### src/rtl/smpfifo_pkg.sv
package smpfifo_pkg;
  // status bit positions (read at address 1)
  localparam int ST_NEMPTY = 0;
  localparam int ST_OVF    = 3;
  localparam int ST_ACQ    = 4;
  localparam int ST_CAL    = 5;
  localparam int ST_IRQ    = 6;
  localparam int ST_TC     = 7;
  localparam int ST_ID     = 8;
  // control bit positions (written at address 1)
  localparam int CT_DMAEN  = 3;
  localparam int CT_FIE    = 8;
  localparam int CT_HALF   = 9;
  localparam int CT_TCIE   = 11;
  localparam int CT_DEMAND = 12;

  typedef enum logic [1:0] {
    A_DATA  = 2'd0,
    A_STAT  = 2'd1,
    A_FLUSH = 2'd2,
    A_TCCLR = 2'd3
  } addr_e;

  typedef struct packed {
    logic dma_en;
    logic fifo_ie;
    logic half_sel;
    logic tc_ie;
    logic demand;
  } ctrl_t;
endpackage

### src/rtl/smpfifo_store.sv
module smpfifo_store #(
  parameter int DW    = 16,
  parameter int DEPTH = 16,
  localparam int PW   = $clog2(DEPTH),
  localparam int CW   = $clog2(DEPTH + 1)
) (
  input  logic          clk,
  input  logic          rst_n,
  input  logic          clr,
  input  logic          push,
  input  logic [DW-1:0] wdata,
  input  logic          pop,
  output logic [DW-1:0] head,
  output logic [CW-1:0] cnt,
  output logic          empty,
  output logic          full
);
  logic [DW-1:0] mem [DEPTH];
  logic [PW-1:0] wptr, rptr;

  assign empty = (cnt == '0);
  assign full  = (cnt == CW'(DEPTH));
  assign head  = mem[rptr];

  wire do_push = push && !full && !clr;
  wire do_pop  = pop && !empty && !clr;

  always_ff @(posedge clk) begin
    if (do_push) mem[wptr] <= wdata;
  end

  always_ff @(posedge clk) begin
    if (!rst_n || clr) begin
      wptr <= '0;
      rptr <= '0;
      cnt  <= '0;
    end else begin
      if (do_push) wptr <= wptr + 1'b1;
      if (do_pop)  rptr <= rptr + 1'b1;
      case ({do_push, do_pop})
        2'b10:   cnt <= cnt + 1'b1;
        2'b01:   cnt <= cnt - 1'b1;
        default: cnt <= cnt;
      endcase
    end
  end

  p_count_bound_r2: assert property (@(posedge clk) disable iff (!rst_n)
    cnt <= CW'(DEPTH));
  p_flush_empties_r7: assert property (@(posedge clk) disable iff (!rst_n)
    clr |=> empty);
endmodule

### src/rtl/smpfifo_dma.sv
module smpfifo_dma (
  input  logic clk,
  input  logic rst_n,
  input  logic clr,
  input  logic dma_en,
  input  logic demand,
  input  logic not_empty,
  input  logic ack,
  input  logic tc_in,
  input  logic tc_clr,
  output logic req,
  output logic take,
  output logic tc_flag
);
  logic single_q;

  assign req  = dma_en && not_empty && (demand || single_q);
  assign take = req && ack;

  always_ff @(posedge clk) begin
    if (!rst_n || clr || take) single_q <= 1'b0;
    else                       single_q <= dma_en && !demand && not_empty;
  end

  always_ff @(posedge clk) begin
    if (!rst_n)              tc_flag <= 1'b0;
    else if (take && tc_in)  tc_flag <= 1'b1;
    else if (tc_clr)         tc_flag <= 1'b0;
  end

  p_single_drop_r9: assert property (@(posedge clk) disable iff (!rst_n)
    (take && !demand) |=> (demand || !req));
  p_tc_set_r11: assert property (@(posedge clk) disable iff (!rst_n)
    (take && tc_in) |=> tc_flag);
  p_tc_clear_r11: assert property (@(posedge clk) disable iff (!rst_n)
    (tc_clr && !(take && tc_in)) |=> !tc_flag);
  p_no_ack_effect_r10: assert property (@(posedge clk) disable iff (!rst_n)
    (!tc_flag && !req && !tc_clr) |=> !tc_flag);
endmodule

### src/rtl/smpfifo_irq.sv
module smpfifo_irq #(
  parameter int DEPTH = 16,
  localparam int CW   = $clog2(DEPTH + 1)
) (
  input  logic          clk,
  input  logic          rst_n,
  input  logic [CW-1:0] cnt,
  input  logic          fifo_ie,
  input  logic          half_sel,
  input  logic          tc_ie,
  input  logic          tc_flag,
  output logic          irq
);
  logic fifo_cond;

  always_comb begin
    if (half_sel) fifo_cond = (cnt >= CW'(DEPTH / 2));
    else          fifo_cond = (cnt != '0);
  end

  assign irq = (fifo_ie && fifo_cond) || (tc_ie && tc_flag);

  p_irq_source_r12: assert property (@(posedge clk) disable iff (!rst_n)
    irq |-> (fifo_ie || tc_ie));
  p_irq_tc_r12: assert property (@(posedge clk) disable iff (!rst_n)
    (tc_ie && tc_flag) |-> irq);
endmodule

### src/rtl/smpfifo_ctrl.sv
module smpfifo_ctrl
  import smpfifo_pkg::*;
#(
  parameter int DW    = 16,
  parameter int DEPTH = 16,
  localparam int CW   = $clog2(DEPTH + 1)
) (
  input  logic          clk,
  input  logic          rst_n,
  input  logic          cap_en,
  input  logic          smp_valid,
  output logic          smp_ready,
  input  logic [DW-1:0] smp_data,
  input  logic          reg_wr,
  input  logic          reg_rd,
  input  logic [1:0]    reg_addr,
  input  logic [15:0]   reg_wdata,
  output logic [15:0]   reg_rdata,
  output logic          dma_req,
  input  logic          dma_ack,
  input  logic          dma_tc,
  output logic [DW-1:0] dma_data,
  input  logic          cal_busy,
  input  logic          acq_done,
  input  logic [1:0]    board_id,
  output logic          irq
);
  ctrl_t         ctrl_q;
  logic [DW-1:0] head;
  logic [CW-1:0] cnt;
  logic          empty, full, ovf_q, take, tc_flag;
  logic          unused_wbits;

  wire wr_ctl  = reg_wr && (reg_addr == A_STAT);
  wire flush   = reg_wr && (reg_addr == A_FLUSH);
  wire tc_clr  = reg_wr && (reg_addr == A_TCCLR);
  wire rd_pop  = reg_rd && (reg_addr == A_DATA) && !empty;
  wire lost    = cap_en && smp_valid && full;

  assign smp_ready    = cap_en && !full;
  assign dma_data     = head;
  assign unused_wbits = ^reg_wdata;

  always_ff @(posedge clk) begin
    if (!rst_n) ctrl_q <= '0;
    else if (wr_ctl) begin
      ctrl_q.dma_en   <= reg_wdata[CT_DMAEN];
      ctrl_q.fifo_ie  <= reg_wdata[CT_FIE];
      ctrl_q.half_sel <= reg_wdata[CT_HALF];
      ctrl_q.tc_ie    <= reg_wdata[CT_TCIE];
      ctrl_q.demand   <= reg_wdata[CT_DEMAND];
    end
  end

  always_ff @(posedge clk) begin
    if (!rst_n || flush) ovf_q <= 1'b0;
    else if (lost)       ovf_q <= 1'b1;
  end

  smpfifo_store #(.DW(DW), .DEPTH(DEPTH)) u_store (
    .clk(clk), .rst_n(rst_n), .clr(flush),
    .push(cap_en && smp_valid), .wdata(smp_data),
    .pop(take || rd_pop), .head(head), .cnt(cnt),
    .empty(empty), .full(full)
  );

  smpfifo_dma u_dma (
    .clk(clk), .rst_n(rst_n), .clr(flush),
    .dma_en(ctrl_q.dma_en), .demand(ctrl_q.demand), .not_empty(!empty),
    .ack(dma_ack), .tc_in(dma_tc), .tc_clr(tc_clr),
    .req(dma_req), .take(take), .tc_flag(tc_flag)
  );

  smpfifo_irq #(.DEPTH(DEPTH)) u_irq (
    .clk(clk), .rst_n(rst_n), .cnt(cnt),
    .fifo_ie(ctrl_q.fifo_ie), .half_sel(ctrl_q.half_sel),
    .tc_ie(ctrl_q.tc_ie), .tc_flag(tc_flag), .irq(irq)
  );

  always_comb begin
    reg_rdata = '0;
    if (reg_rd) begin
      case (addr_e'(reg_addr))
        A_DATA: if (!empty) reg_rdata = 16'(head);
        A_STAT: begin
          reg_rdata[ST_NEMPTY]      = !empty;
          reg_rdata[ST_OVF]         = ovf_q;
          reg_rdata[ST_ACQ]         = acq_done;
          reg_rdata[ST_CAL]         = cal_busy;
          reg_rdata[ST_IRQ]         = irq;
          reg_rdata[ST_TC]          = tc_flag;
          reg_rdata[ST_ID +: 2]     = board_id;
        end
        default: reg_rdata = '0;
      endcase
    end
  end

  p_lost_sample_r3: assert property (@(posedge clk) disable iff (!rst_n)
    (lost && !flush) |=> ovf_q);
  p_ovf_sticky_r3: assert property (@(posedge clk) disable iff (!rst_n)
    (ovf_q && !flush) |=> ovf_q);
  p_ready_gate_r2: assert property (@(posedge clk) disable iff (!rst_n)
    !cap_en |-> !smp_ready);
endmodule

### config.mk
export PLATFORM = sky130hd
export DESIGN_NAME = smpfifo_ctrl
export DESIGN_NICKNAME = d
export VERILOG_FILES = /design/src/rtl/smpfifo_pkg.sv /design/src/rtl/smpfifo_store.sv /design/src/rtl/smpfifo_dma.sv /design/src/rtl/smpfifo_irq.sv /design/src/rtl/smpfifo_ctrl.sv
export SDC_FILE = /design/constraint.sdc
export NUM_CORES = 1
export LEC_CHECK = 0
export BUFFER_PORTS_ARGS = -buffer_cell sky130_fd_sc_hd__buf_4
export CORE_MARGIN = 5
export CORE_UTILIZATION = 60
export DETAILED_ROUTE_END_ITERATION = 7
export PLACE_DENSITY = 0.8
export SLEW_MARGIN = 10
export SYNTH_ARGS = -nofsm -noshare
export SYNTH_HDL_FRONTEND = slang
export SYNTH_HIERARCHICAL = 1
export SYNTH_SLANG_ARGS = --single-unit
### constraint.sdc
create_clock -name clk -period 11.8 [get_ports clk]
set_input_delay 2.36 -clock clk [delete_from_list [all_inputs] [get_ports clk]]
set_output_delay 2.36 -clock clk [all_outputs]
set_load 0.05 [all_outputs]
==> results_dict.tcl <==
set metrics [dict create \
    status "finished clean" \
    syn_nets 607 \
    syn_area_um2 11400 \
    yosys.area.top_type_share 0.672 \
    finClkSkew_ns 0.00803 \
    worst-path-max-fanout 10 \
    grt_max_degree 65 \
    via_per_inst 6.46 \
    gp_congestion 0.804 \
    cts.sinks 281 \
    ctsRootBufferMaster "clkbuf_16" \
    grt_usage 0.221 \
    grt_overflow_total 0 \
    ys.flop_type "edfxtp_1" \
    leakagePower_nw 4.39 \
    fillers 1115 \
    cts_resized 0 \
    drc 0 \
    dr_total_vias 5745 \
    worst_slew_pin_slew_ns 1.14 \
    yosys-top-cells-area "edfxtp_1, mux4_1, mux4_2, dfxtp_1, nor2_1" \
    synth_area_leader_cell "edfxtp_1" \
    die_x_um 148 \
    wl_per_cell_um 26.9 \
    antenna_found_initial 0 \
    cts_setup_buffers 0 \
    period_share 0.532 \
    rsz0062_at_grt "no" \
    synth_cell_types 54 \
    worstPathCellList "buf_4 > nor4b_4 > buf_4 > a22o_2 > buf_4" \
    power.density_nw_per_um2 153 \
    clockBufferDepth 3 \
    insertedDiodeCount 0 \
    max_freq_mhz 159 \
    multi_input_area_um2 3040 \
    finalWirelength_um 23900 \
    hold_viol 0 \
    tns_ns 0 \
    setup_ws_ns 5.53 \
    async_reset_ff_frac 0 \
    synth_enable_flop_cells 256 \
    finalCriticalPeriod_ns 6.27 \
    die_area_um2 21900 \
    final_common_cell "edfxtp_1" \
    path_clk_slew_ns 0.06 \
    power_mw 2.01 \
    cp-start-kind "primary input" \
    r2r_cells 15 \
    critical_path_class "in2out" \
    drive_above_1_share 0.279 \
    cts_buffers 27 \
    dp_slack_ns 5.50 \
    synth_cells 553 \
    hold_depth 2 \
    core_um2 18800 \
    row_count 50 \
    syn_area_per_cell_um2 20.7 \
    seq_area_frac_synth 0.716 \
    ios 81 \
    nets 693 \
    cpMostUsedCell "buf_4" \
    area_growth_pct 14.4 \
    postRouteAntennaNets 0 \
    fp.dieH_um 148 \
    drt_first_pass_iters 5 \
    synth.yosys.warnings 6 \
    r2r_slack_ns 7.59 \
    relSlewSlack 0.238 \
    slowest_delay_ns 0.70 \
    grt_pass1_wl_um 36000 \
    arrival_ns 3.91 \
    grt_pass1_vias 5871 \
    finalSetupViolCount 0 \
    io_buffers 69 \
    cts_hold_buf 0 \
    initial_core_util 0.610 \
    drtIter0Drc 529 \
    cp.required_ns 9.44 \
    clock_latency_ns 0.52 \
    ys_ff_latch 281 \
    cp_slowest_cell "nor4b_4" \
    seq_area_um2 8190 \
    slew_violations 0 \
    max_cap_viol_count 0 \
    hpwlAfterDp_um 13200 \
    layout_common_cells "edfxtp_1, buf_4, mux4_1" \
    cts_tree "yes" \
    end_kind "primary output" \
    ir_drop_uv 126 \
    h-tree-depth 1 \
    hp-class "reg2reg" \
]
-- final timing paths --
kind / to / startpoint
min: ctrl_q[1] / ctrl_q[1]
max: reg_rdata[7] / reg_addr[0]
min reg2reg: ctrl_q[1] / ctrl_q[1]
max reg2reg: u_store/cnt[4] / u_store/cnt[0]
-- report_power, final --
group	internal [mW]	total [mW]	switching, mW
registers	1.09	1.09	0.00328
clock network	0.503	0.846	0.343
logic	0.0236	0.0669	0.0433
total	1.62	2.01	0.390
-- critical path, delay by kind of cell --
| family | cells | cell delay (ns) |
|---|---|---|
| compound gates | 1 | 0.18 |
| simple gates | 1 | 0.70 |
| buf+inv | 3 | 0.68 |
-- through the flow --
stage	instance area (um2)	instances	hold slack (ns)	util
4_1_cts	13100	890	0.481	0.697
5_1_grt	13100	890	0.504	0.697
2_1_floorplan	11400	553	0.435	-
3_3_place_gp	12200	844	0.445	0.652
3_5_place_dp	12200	844	0.473	0.652
6_report	13100	890	0.469	0.697
-- layer usage --
| layer | part of all wire | vias to the layer above | wire length [um] | GRT usage |
|---|---|---|---|---|
| met5 | 0 | - | 0 | 0 |
| met4 | 0.023 | 0 | 541 | 0.0503 |
| met3 | 0.092 | 48 | 2210 | 0.0558 |
| met2 | 0.50 | 291 | 12100 | 0.371 |
| met1 | 0.38 | 2932 | 9090 | 0.298 |
| li1 | - | 2474 | - | - |
-- synthesized netlist by cell type (5+ instances only) --
cell type,instances
edfxtp_1,256
nand3_1,5
xor2_1,5
and2_1,5
inv_1,11
ha_1,8
mux4_1,48
nand2_1,19
dfxtp_1,25
nor3_1,6
buf_6,6
nor2_1,28
buf_1,9
a22o_2,7
clkbuf_1,11
mux2i_1,9
nand2b_1,5
mux4_2,32
and2_2,5
-- cells by family (layout without fill, tap and decap cells) --
family | Yosys count | after routing | share of synthesized area
flip-flops | 281 | 281 | 0.716
AND/OR/NAND/NOR | 93 | 93 | 0.0440
multiplexers | 89 | 89 | 0.181
buffers and inverters | 42 | 145 | 0.0205
AO/OA/AOI/OAI | 33 | 33 | 0.0246
adder cells (fa/ha/maj) | 8 | 8 | 0.00875
XOR/XNOR | 7 | 7 | 0.00536
-- area by class of cell --
| type | instances | area share |
|---|---|---|
| clock inverters | 13 | 0.0120 |
| repair buffers | 88 | 0.0505 |
| clock buffers | 33 | 0.0534 |
| multi-input cells | 230 | 0.233 |
| well taps | 234 | 0.0224 |
| flip-flops and latches | 281 | 0.626 |
| inverters | 11 | 0.00316 |
-- sequential cells by signal, indices dropped and copies added, names as in the netlist, named ones only --
signal / cells
u_store/wptr: 4
u_store/rptr: 4
u_store/cnt: 5
u_dma/single_q: 1
u_dma/tc_flag: 1
ovf_q: 1
ctrl_q: 5
u_store/mem: 256
(Power assumes the default switching activity.)
